[src/rtl/ctrGatePkg.sv]
package ctrGatePkg;

  localparam int ADDR_W = 12;

  localparam logic [1:0] PRIV_U = 2'd0;
  localparam logic [1:0] PRIV_S = 2'd1;
  localparam logic [1:0] PRIV_M = 2'd3;

  typedef enum logic [1:0] {
    VERDICT_ALLOW   = 2'b00,
    VERDICT_ILLEGAL = 2'b01,
    VERDICT_VIRTUAL = 2'b10
  } verdict_e;

  // Strobes handed from the decode datapath to the permission control.
  typedef struct packed {
    logic hit;         // address is a counter in the current width
    logic fixedCtr;    // index below the first performance counter
    logic hpmMissing;  // performance counter not configured or absent
    logic mOk;         // selected machine enable bit
    logic hOk;         // selected hypervisor enable bit
    logic sOk;         // selected supervisor enable bit
  } ctrSel_t;

endpackage

[src/rtl/ctrIndexDecode.sv]
module ctrIndexDecode
  import ctrGatePkg::*;
#(
  parameter int NUM_CTR = 32,
  parameter int FIXED_CNT = 3,
  parameter logic [ADDR_W-1:0] LOW_BASE = 12'hC00,
  parameter logic [ADDR_W-1:0] HIGH_BASE = 12'hC80,
  localparam int IDX_W = $clog2(NUM_CTR),
  localparam int CNT_W = $clog2(NUM_CTR + 1)
) (
  input  logic [ADDR_W-1:0]  csrAddr,
  input  logic               isRv32,
  input  logic [CNT_W-1:0]   hpmCount,
  input  logic [NUM_CTR-1:0] hpmAvail,
  input  logic [NUM_CTR-1:0] mEnable,
  input  logic [NUM_CTR-1:0] hEnable,
  input  logic [NUM_CTR-1:0] sEnable,
  output logic [IDX_W-1:0]   ctrIndex,
  output ctrSel_t            sel
);

  localparam logic [ADDR_W-1:0] RANGE_SZ = ADDR_W'(NUM_CTR);
  localparam logic [IDX_W-1:0]  FIXED_LIM = IDX_W'(FIXED_CNT);

  logic [ADDR_W-1:0]  lowOff;
  logic [ADDR_W-1:0]  highOff;
  logic               lowHit;
  logic               highHit;
  logic               anyHit;
  logic [NUM_CTR-1:0] oneHot;

  assign lowOff  = csrAddr - LOW_BASE;
  assign highOff = csrAddr - HIGH_BASE;
  assign lowHit  = (lowOff < RANGE_SZ);
  assign highHit = isRv32 && (highOff < RANGE_SZ);
  assign anyHit  = lowHit || highHit;

  always_comb begin
    if (lowHit)       ctrIndex = IDX_W'(lowOff);
    else if (highHit) ctrIndex = IDX_W'(highOff);
    else              ctrIndex = '0;
  end

  // One select line per counter; the same mask picks a bit out of every register.
  for (genvar g = 0; g < NUM_CTR; g++) begin : gSel
    assign oneHot[g] = anyHit && (ctrIndex == IDX_W'(g));
  end

  always_comb begin
    sel.hit        = anyHit;
    sel.fixedCtr   = (ctrIndex < FIXED_LIM);
    sel.hpmMissing = anyHit && !sel.fixedCtr &&
                     ((hpmCount == '0) || !(|(hpmAvail & oneHot)));
    sel.mOk        = |(mEnable & oneHot);
    sel.hOk        = |(hEnable & oneHot);
    sel.sOk        = |(sEnable & oneHot);
  end

  always_comb begin
    assert_onehot_mask_R1: assert ($onehot0(oneHot) && ((|oneHot) == anyHit))
      else $error("select mask not one-hot with hit");
    assert_wide_high_quiet_R2: assert (isRv32 || lowHit || !(highOff < RANGE_SZ) || !anyHit)
      else $error("high half decoded in 64-bit mode");
  end

endmodule

[src/rtl/ctrPermCtrl.sv]
module ctrPermCtrl
  import ctrGatePkg::*;
(
  input  ctrSel_t    sel,
  input  logic [1:0] privLvl,
  input  logic       virtOn,
  input  logic       sModeImpl,
  output verdict_e   verdict
);

  logic belowM;
  logic virtAct;
  logic userLvl;

  assign belowM  = (privLvl != PRIV_M);
  assign virtAct = virtOn && belowM;
  assign userLvl = (privLvl == PRIV_U);

  // First failing check decides; order is part of the behaviour.
  always_comb begin
    verdict = VERDICT_ALLOW;
    if (!sel.hit) begin
      verdict = VERDICT_ALLOW;
    end else if (sel.hpmMissing) begin
      verdict = VERDICT_ILLEGAL;
    end else if (!belowM) begin
      verdict = VERDICT_ALLOW;
    end else if (!sel.mOk) begin
      verdict = VERDICT_ILLEGAL;
    end else if (virtAct && !sel.hOk) begin
      verdict = VERDICT_VIRTUAL;
    end else if (userLvl && sModeImpl && !sel.sOk) begin
      verdict = virtAct ? VERDICT_VIRTUAL : VERDICT_ILLEGAL;
    end
  end

  always_comb begin
    assert_no_reserved_code_R4: assert (verdict != 2'b11)
      else $error("reserved verdict code");
    assert_missing_hpm_illegal_R5: assert (!sel.hpmMissing || verdict == VERDICT_ILLEGAL)
      else $error("absent counter not illegal");
    assert_machine_allows_R6: assert (!(sel.hit && !sel.hpmMissing && privLvl == PRIV_M)
                                      || verdict == VERDICT_ALLOW)
      else $error("machine mode read refused");
    assert_virtual_needs_virt_R8: assert (verdict != VERDICT_VIRTUAL || (virtOn && belowM))
      else $error("virtual verdict outside virtualization");
  end

endmodule

[src/rtl/ctrAccessGate.sv]
module ctrAccessGate
  import ctrGatePkg::*;
#(
  parameter int NUM_CTR = 32,
  localparam int IDX_W = $clog2(NUM_CTR),
  localparam int CNT_W = $clog2(NUM_CTR + 1)
) (
  input  logic [11:0]        csrAddr,
  input  logic [1:0]         privLvl,
  input  logic               virtOn,
  input  logic               isRv32,
  input  logic               sModeImpl,
  input  logic [CNT_W-1:0]   hpmCount,
  input  logic [NUM_CTR-1:0] hpmAvail,
  input  logic [NUM_CTR-1:0] mEnable,
  input  logic [NUM_CTR-1:0] hEnable,
  input  logic [NUM_CTR-1:0] sEnable,
  output logic               isCounter,
  output logic [IDX_W-1:0]   ctrIndex,
  output logic [1:0]         verdict
);

  ctrSel_t  selBits;
  verdict_e verdictE;

  ctrIndexDecode #(
    .NUM_CTR (NUM_CTR)
  ) u_decode (
    .csrAddr  (csrAddr),
    .isRv32   (isRv32),
    .hpmCount (hpmCount),
    .hpmAvail (hpmAvail),
    .mEnable  (mEnable),
    .hEnable  (hEnable),
    .sEnable  (sEnable),
    .ctrIndex (ctrIndex),
    .sel      (selBits)
  );

  ctrPermCtrl u_ctrl (
    .sel       (selBits),
    .privLvl   (privLvl),
    .virtOn    (virtOn),
    .sModeImpl (sModeImpl),
    .verdict   (verdictE)
  );

  assign isCounter = selBits.hit;
  assign verdict   = verdictE;

  always_comb begin
    assert_notctr_quiet_R3: assert (isCounter || (verdict == 2'b00 && ctrIndex == '0))
      else $error("non-counter address produced a decision");
  end

endmodule

[config.mk]
export PLATFORM = sky130hd
export DESIGN_NAME = ctrAccessGate
export DESIGN_NICKNAME = d
export VERILOG_FILES = /design/src/rtl/ctrGatePkg.sv /design/src/rtl/ctrIndexDecode.sv /design/src/rtl/ctrPermCtrl.sv /design/src/rtl/ctrAccessGate.sv
export SDC_FILE = /design/constraint.sdc
export NUM_CORES = 1
export LEC_CHECK = 0
export ABC_AREA = 0
export BUFFER_PORTS_ARGS = -buffer_cell sky130_fd_sc_hd__buf_2
export CORE_MARGIN = 1.5
export CORE_UTILIZATION = 41
export DETAILED_ROUTE_END_ITERATION = 8
export PLACE_DENSITY = 0.9
export SYNTH_ARGS = -nofsm -noshare
export SYNTH_HDL_FRONTEND = slang
export SYNTH_SLANG_ARGS = --single-unit
[constraint.sdc]
create_clock -name vclk -period 3.6
set_input_delay 0.36 -clock vclk [all_inputs]
set_output_delay 0.36 -clock vclk [all_outputs]
set_load 0.03 [all_outputs]
* Word level (Yosys, flattened, before mapping)
Index checks and enable logic that the tools add are counted.
** Word-level totals
- Register bits after elaboration :: 0
- Input bits :: 151
** Operators by class
- Add/sub/neg operators :: 2
- Order comparisons :: 3
- Equality and inequality tests :: 32
- Mux-type cells :: 9
- Bitwise logic cells :: 4
- Reduce and logical (&&, ||, !) cells :: 52
** Operators with widths (number)
- 32-bit bitwise AND :: 4
- 32-bit OR reduction :: 4
- 5-bit == test, second input constant :: 16
- 5-bit by 4-bit == test with 1-bit output, second input constant :: 8
- 1-bit logical AND :: 39
- 12-bit by 6-bit < comparator with 1-bit output, second input constant :: 2
- 12-bit subtractor, second input constant :: 2
- 5-bit by 3-bit == test with 1-bit output, second input constant :: 4
- 2-bit two-way mux :: 7
- 5-bit by 2-bit == test with 1-bit output, second input constant :: 2
- 5-bit two-way mux :: 2
- 6-bit logical NOT :: 1
- 5-bit by 1-bit == test with 1-bit output, second input constant :: 1
- 5-bit logical NOT :: 1
- 5-bit by 2-bit < comparator with 1-bit output, second input constant :: 1
- 1-bit logical NOT :: 4
- 2-bit logical NOT :: 1
- 1-bit logical OR :: 2
- 2-bit != test, second input constant :: 1

* Longest topological paths before layout
Gate-level depths: netlist of run 1.
- Depth after elaboration :: 17
- Gate-level depth with buffers :: 10
- Mapped depth without buffers :: 9

* Cells and area by module
Synthesis of run 1 repeated with hierarchy kept, for this count alone.
** Unflattened totals
- Cell total of the unflattened synthesis :: 226
- Area total of the unflattened synthesis :: 1662.8 sq um
** By module, submodules not included
- ctrIndexDecode :: instances 1, cells each 220, area an instance 1616.6 sq um
- ctrPermCtrl :: instances 1, cells each 6, area an instance 46.3 sq um

* Worst setup path after synthesis of run 1
OpenSTA, ideal clock, no wires.
- Path kind :: in2out
- Start :: input csrAddr[3]
- End :: output verdict[1]
- Data arrival time :: 2603 ps
- Required time :: 3240 ps
- Slack :: 637 ps
- Stages :: 9
- Cells stage by stage :: clkbuf_1 buf_2 mux2_2 nand3_1 nand4_1 o41ai_1 o311a_1 o21ai_0 a2111oi_2
** Between the ends
- Longest elaborated chain between the ends :: 17
** RTL lines
- start, declared :: RTL line ctrAccessGate.sv:8 : input logic [11:0] csrAddr,
- 12-bit subtractor :: RTL line ctrIndexDecode.sv:33 : assign highOff = csrAddr - HIGH_BASE;
- 12-bit by 6-bit < comparator with 1-bit output :: RTL line ctrIndexDecode.sv:35 : assign highHit = isRv32 && (highOff < RANGE_SZ);
- 1-bit logical AND :: RTL line ctrIndexDecode.sv:35
- 5-bit two-way mux :: RTL line ctrIndexDecode.sv:40 : else if (highHit) ctrIndex = IDX_W'(highOff);
- 5-bit two-way mux :: RTL line ctrIndexDecode.sv:39 : if (lowHit) ctrIndex = IDX_W'(lowOff);
- 5-bit by 1-bit == test with 1-bit output (tied with other cells) :: RTL line ctrIndexDecode.sv:46 : assign oneHot[g] = anyHit && (ctrIndex == IDX_W'(g));
- 1-bit logical AND :: RTL line ctrIndexDecode.sv:46
- 32-bit bitwise AND :: RTL line ctrIndexDecode.sv:56 : sel.sOk = |(sEnable & oneHot);
- 32-bit OR reduction :: RTL line ctrIndexDecode.sv:56
- 1-bit logical NOT :: RTL line ctrPermCtrl.sv:32 : end else if (userLvl && sModeImpl && !sel.sOk) begin
- 1-bit logical AND :: RTL line ctrPermCtrl.sv:32
- 2-bit two-way mux :: RTL line ctrPermCtrl.sv:32
- 2-bit two-way mux :: RTL line ctrPermCtrl.sv:30 : end else if (virtAct && !sel.hOk) begin
- 2-bit two-way mux :: RTL line ctrPermCtrl.sv:28 : end else if (!sel.mOk) begin
- 2-bit two-way mux :: RTL line ctrPermCtrl.sv:26 : end else if (!belowM) begin
- 2-bit two-way mux :: RTL line ctrPermCtrl.sv:24 : end else if (sel.hpmMissing) begin
- 2-bit two-way mux * :: RTL line ctrPermCtrl.sv:22 : if (!sel.hit) begin
- end, declared :: RTL line ctrAccessGate.sv:20 : output logic [1:0] verdict
Mark *: on every way between the ends. The rest lies on a longest branch, timed or not.

* Worst setup path after layout of run 1
- Start :: input csrAddr[3]
- End :: output verdict[0]
Same word-level chain as after synthesis.

==> flow_summary.toml, run 1 <==
[outcome]
run_status = "complete, no violations"

[synth]
yosysTopAreaCell = "sky130_fd_sc_hd__mux2i_1"
synth_seq_area_share_pct = 0
synth_area_sq_um = 1630
synth_top_area_share_pct = 11.7
syn_avg_cell_area_sq_um = 6.62
syn_inst = 246
synth.yosys.warnings = 0
leading_post_synthesis_cells_by_cell_area = "sky130_fd_sc_hd__mux2i_1 12%, sky130_fd_sc_hd__nand3_1 5.5%, sky130_fd_sc_hd__mux2_2 4.8%, sky130_fd_sc_hd__buf_2 4.3%, sky130_fd_sc_hd__nand2_1 4.1%"
syn_nets = 398
synthDistinctLibCells = 61

[timing]
clock.fmax_mhz = 321
final_period_minus_worst_setup_slack_ns = 3.12
timing_hold_violations_final = 0
worst_pin_slew_ns = 0.648
rsz0062_at_grt = "no"
totalNegativeSetupSlack_ns = 0
timing.final.crit_share_pct = 86.6
max_slew_margin_vs_limit_pct = 56.7
worst_slack_ns = 0.481
final-setup-viol-count = 0
drv_slew = 0

[grt]
grt_ovf = 0
global_route.usage.total_pct = 30.7
antenna_found_initial = 0
number_of_global_route_vias_before_repair = 2420
grt_pass1_wl_mm = 10.8
grt_max_degree = 32

[pwr]
power.density_nw_per_um2 = 103
power.leakage_nw = 1.19
vdd_ir_drop_max_uv = 47.4

[floorplan]
floorplan.die.height_um = 66.0
start_util_pct = 43.5
fp.coreArea_sq_um = 3740
io_pins = 159
fp.dieW_um = 66.0
dieArea_sq_um = 4360
num_rows = 22

[setup_path]
crit_path_top_delay_cell = "sky130_fd_sc_hd__nor2b_1"
cp_max_fo = 29
critical_path_buf_inv_count = 2
timing.critical_path.mode_cell = "sky130_fd_sc_hd__buf_2"
critical_path_cell_count = 9
critPathArrivalTime_ns = 2.76
critical-path-top-delay-family = "compound AO/OA/AOI/OAI gates"
crit_path_cell_trace = "buf_2 -> nor2b_1 -> o2bb2ai_1 -> a32o_1 -> a32oi_1 -> o311a_1 -> and3_1 -> a211o_1 -> buf_2"
timing_worst_setup_path_type = "in2out"
critical_path.endpoint_type = "output pin"
critical_path.startpoint_type = "input pin"
max_stage_delay_ns = 0.61
critPathRequiredTime_ns = 3.24

[clock_network]
postCtsSetupRepairBufs = 0
cts_hold_repair.buffers = 0
cts-resized-gates = 0

[finish]
finish.utilization_pct = 64.7
final_cell_mix = "159 x sky130_fd_sc_hd__buf_2, 19 x sky130_fd_sc_hd__mux2i_1, 18 x sky130_fd_sc_hd__nand2_1, 18 x sky130_fd_sc_hd__nand3_1, 17 x sky130_fd_sc_hd__nor2_1"
syn_to_final_growth_pct = 48.7
share_of_layout_cells_above_drive_strength_1_pct = 46.8
flops_and_latches = 0
fillerInstances = 371
layout_commonest_cell = "sky130_fd_sc_hd__buf_2"
nNetsFinal = 541
number_of_clock_buffers_in_the_layout = 0
antenna_cells = 0
final_design_area_no_fill_sq_um = 2420
final-seq-area_sq_um = 0

[placement]
final_estimated_routing_congestion_in_global_placement = 0.913
hpwlAfterDp_mm = 5.77
port_buffers = 159
post_dp_cell_area_sq_um = 2420
worst_slack_after_detailed_placement_ns = 0.550

[routing]
ant_nets = 0
routed-via-count = 2674
route.final.wire_length_mm = 7.20
drtIter0Drc = 322
drtPass1Iterations = 5
detail_route.wl_per_cell_um = 16.5
route.detailed.drc = 0
detail_route.vias_per_cell = 6.15

[hold_path]
hold_path.class = "in2out"
hold_start = "virtOn"
worstHoldPathCells = 4
hold_end = "verdict[1]"

[job]
drv_cap = 0
==> cell families after synthesis <==
kind of cell             Yosys count  share of synthesized area, %
AO/OA/AOI/OAI                     79                          35.9
multiplexers                      29                          20.2
buffers and inverters             34                          9.37
adder cells (fa/ha/maj)            1                         0.768
AND/OR/NAND/NOR                  103                          33.8
==> worst max path at each step <==
| stage | startpoint | endpoint | slack, ns |
|---|---|---|---|
| 2_1_floorplan | csrAddr[3] | verdict[1] | 0.64 |
| 3_3_place_gp | csrAddr[3] | verdict[0] | 0.58 |
| 3_5_place_dp | csrAddr[3] | verdict[0] | 0.55 |
| 4_1_cts | csrAddr[3] | verdict[0] | 0.54 |
| 5_1_grt | csrAddr[3] | verdict[0] | 0.36 |
| 6_report | csrAddr[3] | verdict[0] | 0.48 |
==> cell usage after synthesis (all sizes together), types with 7 or more instances <==
master,n
mux2i,19
nand2,18
nand3,18
buf,17
nor2,17
a21oi,12
o21ai,10
a31oi,9
clkbuf,9
mux2,8
nor3,8
inv,7
==> layer usage <==
metal  vias to the layer above  wire [um]  track usage, %
li1                       1254          -               -
met1                      1194       2690            38.9
met2                       201       3430            52.3
met3                        25        876            5.62
met4                         0        192            9.95
met5                         -          0               0
==> area by class of cell <==
cell class | count | area [sq um] | area share, %
inverter | 8 | 30.0 | 1.24
multi-input combinational | 212 | 1480 | 61.0
tap | 48 | 60.1 | 2.48
timing repair buffer | 167 | 856 | 35.3
==> through the flow <==
stage / power, mW / hold slack (ns) / instances
after global routing: 0.270 / 1.12 / 435
after global placement: 0.239 / 1.09 / 435
after detailed placement: 0.243 / 1.10 / 435
after floorplan: 0.133 / 0.850 / 246
final: 0.248 / 1.10 / 435
after CTS: 0.244 / 1.10 / 435
==> report_power, final <==
part | internal [mW] | switching, mW | total (mW)
Combinational | 0.124 | 0.125 | 0.248
Clock | 0 | 0 | 0
Sequential | 0 | 0 | 0
Total | 0.124 | 0.125 | 0.248
(Power assumes the default switching activity.)
==> inputs of run 2 (changes only) <==
--- a/config.mk
+++ b/config.mk
@@ -11,6 +11,7 @@
 export CORE_UTILIZATION = 41
 export DETAILED_ROUTE_END_ITERATION = 8
 export PLACE_DENSITY = 0.9
+export REMOVE_ABC_BUFFERS = 1
 export SYNTH_ARGS = -nofsm -noshare
 export SYNTH_HDL_FRONTEND = slang
 export SYNTH_SLANG_ARGS = --single-unit
==> run 2 against run 1 <==
Design area rose by 0.31%. Worst hold slack improved by 0.0017 ns. Critical endpoint unchanged. Largest cell class unchanged. Non-clock buffer count rose by 1. Clock-buffer cell count did not move. Setup slack got worse by 0.029 ns. Final cell count rose by 0.23%. Via count fell by 1.8%. Routed wire length fell by 3.9%. Global-route usage fell by 1.5 points. Maximum frequency fell by 0.92%.
==> flow_summary.toml, run 2 (same netlist as run 1, synthesis figures left out) <==
[placement]
hpwlAfterDp_mm = 5.45
final_estimated_routing_congestion_in_global_placement = 0.851
port_buffers = 159

[setup_path]
critical_path.endpoint_type = "output pin"
critical-path-top-delay-family = "buffers and inverters"
timing_worst_setup_path_type = "in2out"
crit_path_top_delay_cell = "sky130_fd_sc_hd__buf_2"
max_stage_delay_ns = 0.40
critical_path_buf_inv_count = 4
crit_path_cell_trace = "buf_2 -> buf_4 -> nor2b_1 -> buf_4 -> o2bb2ai_1 -> a32o_1 -> a32oi_1 -> o311a_1 -> and3_1 -> a211o_1 -> buf_2"
critPathArrivalTime_ns = 2.79
critPathRequiredTime_ns = 3.24
cp_max_fo = 28
critical_path.startpoint_type = "input pin"

[timing]
worst_pin_slew_ns = 0.693
clock.fmax_mhz = 318
timing_hold_violations_final = 0
final_period_minus_worst_setup_slack_ns = 3.15
rsz0062_at_grt = "no"
final-setup-viol-count = 0
max_slew_margin_vs_limit_pct = 53.1
totalNegativeSetupSlack_ns = 0
hold_ws_ns = 1.10
drv_slew = 0
timing.final.crit_share_pct = 87.5

[grt]
global_route.usage.total_pct = 29.2
antenna_found_initial = 0
grt_max_degree = 31
grt_ovf = 0
number_of_global_route_vias_before_repair = 2347
grt_pass1_wl_mm = 10.2

[pwr]
share_clk_of_total_power_pct = 0
power.density_nw_per_um2 = 101
p_seq_share_pct = 0
power_frac_comb_pct = 100.0
power.leakage_nw = 1.19
power_report.internal_total_uw = 124
switching_power_uw = 123
vdd_ir_drop_max_uv = 39.6
netSwitchingFraction_pct = 49.9

[finish]
fillerInstances = 363
share_of_layout_cells_above_drive_strength_1_pct = 46.9
syn_to_final_growth_pct = 49.2
final_cell_mix = "159 x sky130_fd_sc_hd__buf_2, 19 x sky130_fd_sc_hd__mux2i_1, 18 x sky130_fd_sc_hd__nand2_1, 18 x sky130_fd_sc_hd__nand3_1, 17 x sky130_fd_sc_hd__nor2_1"
layout_commonest_cell = "sky130_fd_sc_hd__buf_2"
finish.utilization_pct = 64.9
antenna_cells = 0
final-seq-area_sq_um = 0
number_of_clock_buffers_in_the_layout = 0
nNetsFinal = 542
flops_and_latches = 0

[clock_network]
cts-resized-gates = 0
cts_hold_repair.buffers = 0
postCtsSetupRepairBufs = 0

[floorplan]
start_util_pct = 43.5
fp.coreArea_sq_um = 3740
num_rows = 22
fp.dieW_um = 66.0
floorplan.die.height_um = 66.0
dieArea_sq_um = 4360
io_pins = 159

[routing]
drtPass1Iterations = 5
detail_route.wl_per_cell_um = 15.9
route.detailed.drc = 0
drtIter0Drc = 383
detail_route.vias_per_cell = 6.02
route.final.wire_length_mm = 6.92
ant_nets = 0
routed-via-count = 2625

[outcome]
run_status = "complete, no violations"

[job]
drv_cap = 0

[hold_path]
hold_path.class = "in2out"
==> run 2: power groups by stage <==
stage | registers (mW) | clock network [mW] | logic, mW
floorplan | 0 | 0 | 0.0992
global placement | 0 | 0 | 0.237
detailed placement | 0 | 0 | 0.242
CTS | 0 | 0 | 0.243
global route | 0 | 0 | 0.268
finish | 0 | 0 | 0.247
==> run 2: routing by layer <==
layer,global-route usage [%],routed length (um)
met4,6.63,145
met3,3.58,760
met1,37.3,2680
met5,0,0
met2,52.1,3330
==> run 2: final cells by class <==
| cell class | count | area, sq um | share of cell area [%] |
|---|---|---|---|
| inverters | 8 | 30.0 | 1.24 |
| repair buffers | 168 | 863 | 35.5 |
| well taps | 48 | 60.1 | 2.47 |
| multi-input cells | 212 | 1480 | 60.8 |
==> run 2: through the flow <==
step | std cells | setup WS (ns) | power [mW] | area, sq um
6_report | 436 | 0.452 | 0.247 | 2430
5_1_grt | 436 | 0.308 | 0.268 | 2430
4_1_cts | 436 | 0.494 | 0.243 | 2430
3_5_place_dp | 436 | 0.501 | 0.242 | 2430
3_3_place_gp | 436 | 0.583 | 0.237 | 2430
2_1_floorplan | 220 | 0.767 | 0.0992 | 1510
==> run 2: worst paths after layout <==
path,from,endpoint,slack (ns),cells after the start
min,virtOn,verdict[1],1.10,4
max,csrAddr[3],verdict[0],0.45,11
==> run 2: worst min-delay path, delay by kind of cell <==
family / cells / cell delay, ns
buf+inv: 2 / 0.28
compound gates: 1 / 0.04
simple gates: 1 / 0.07
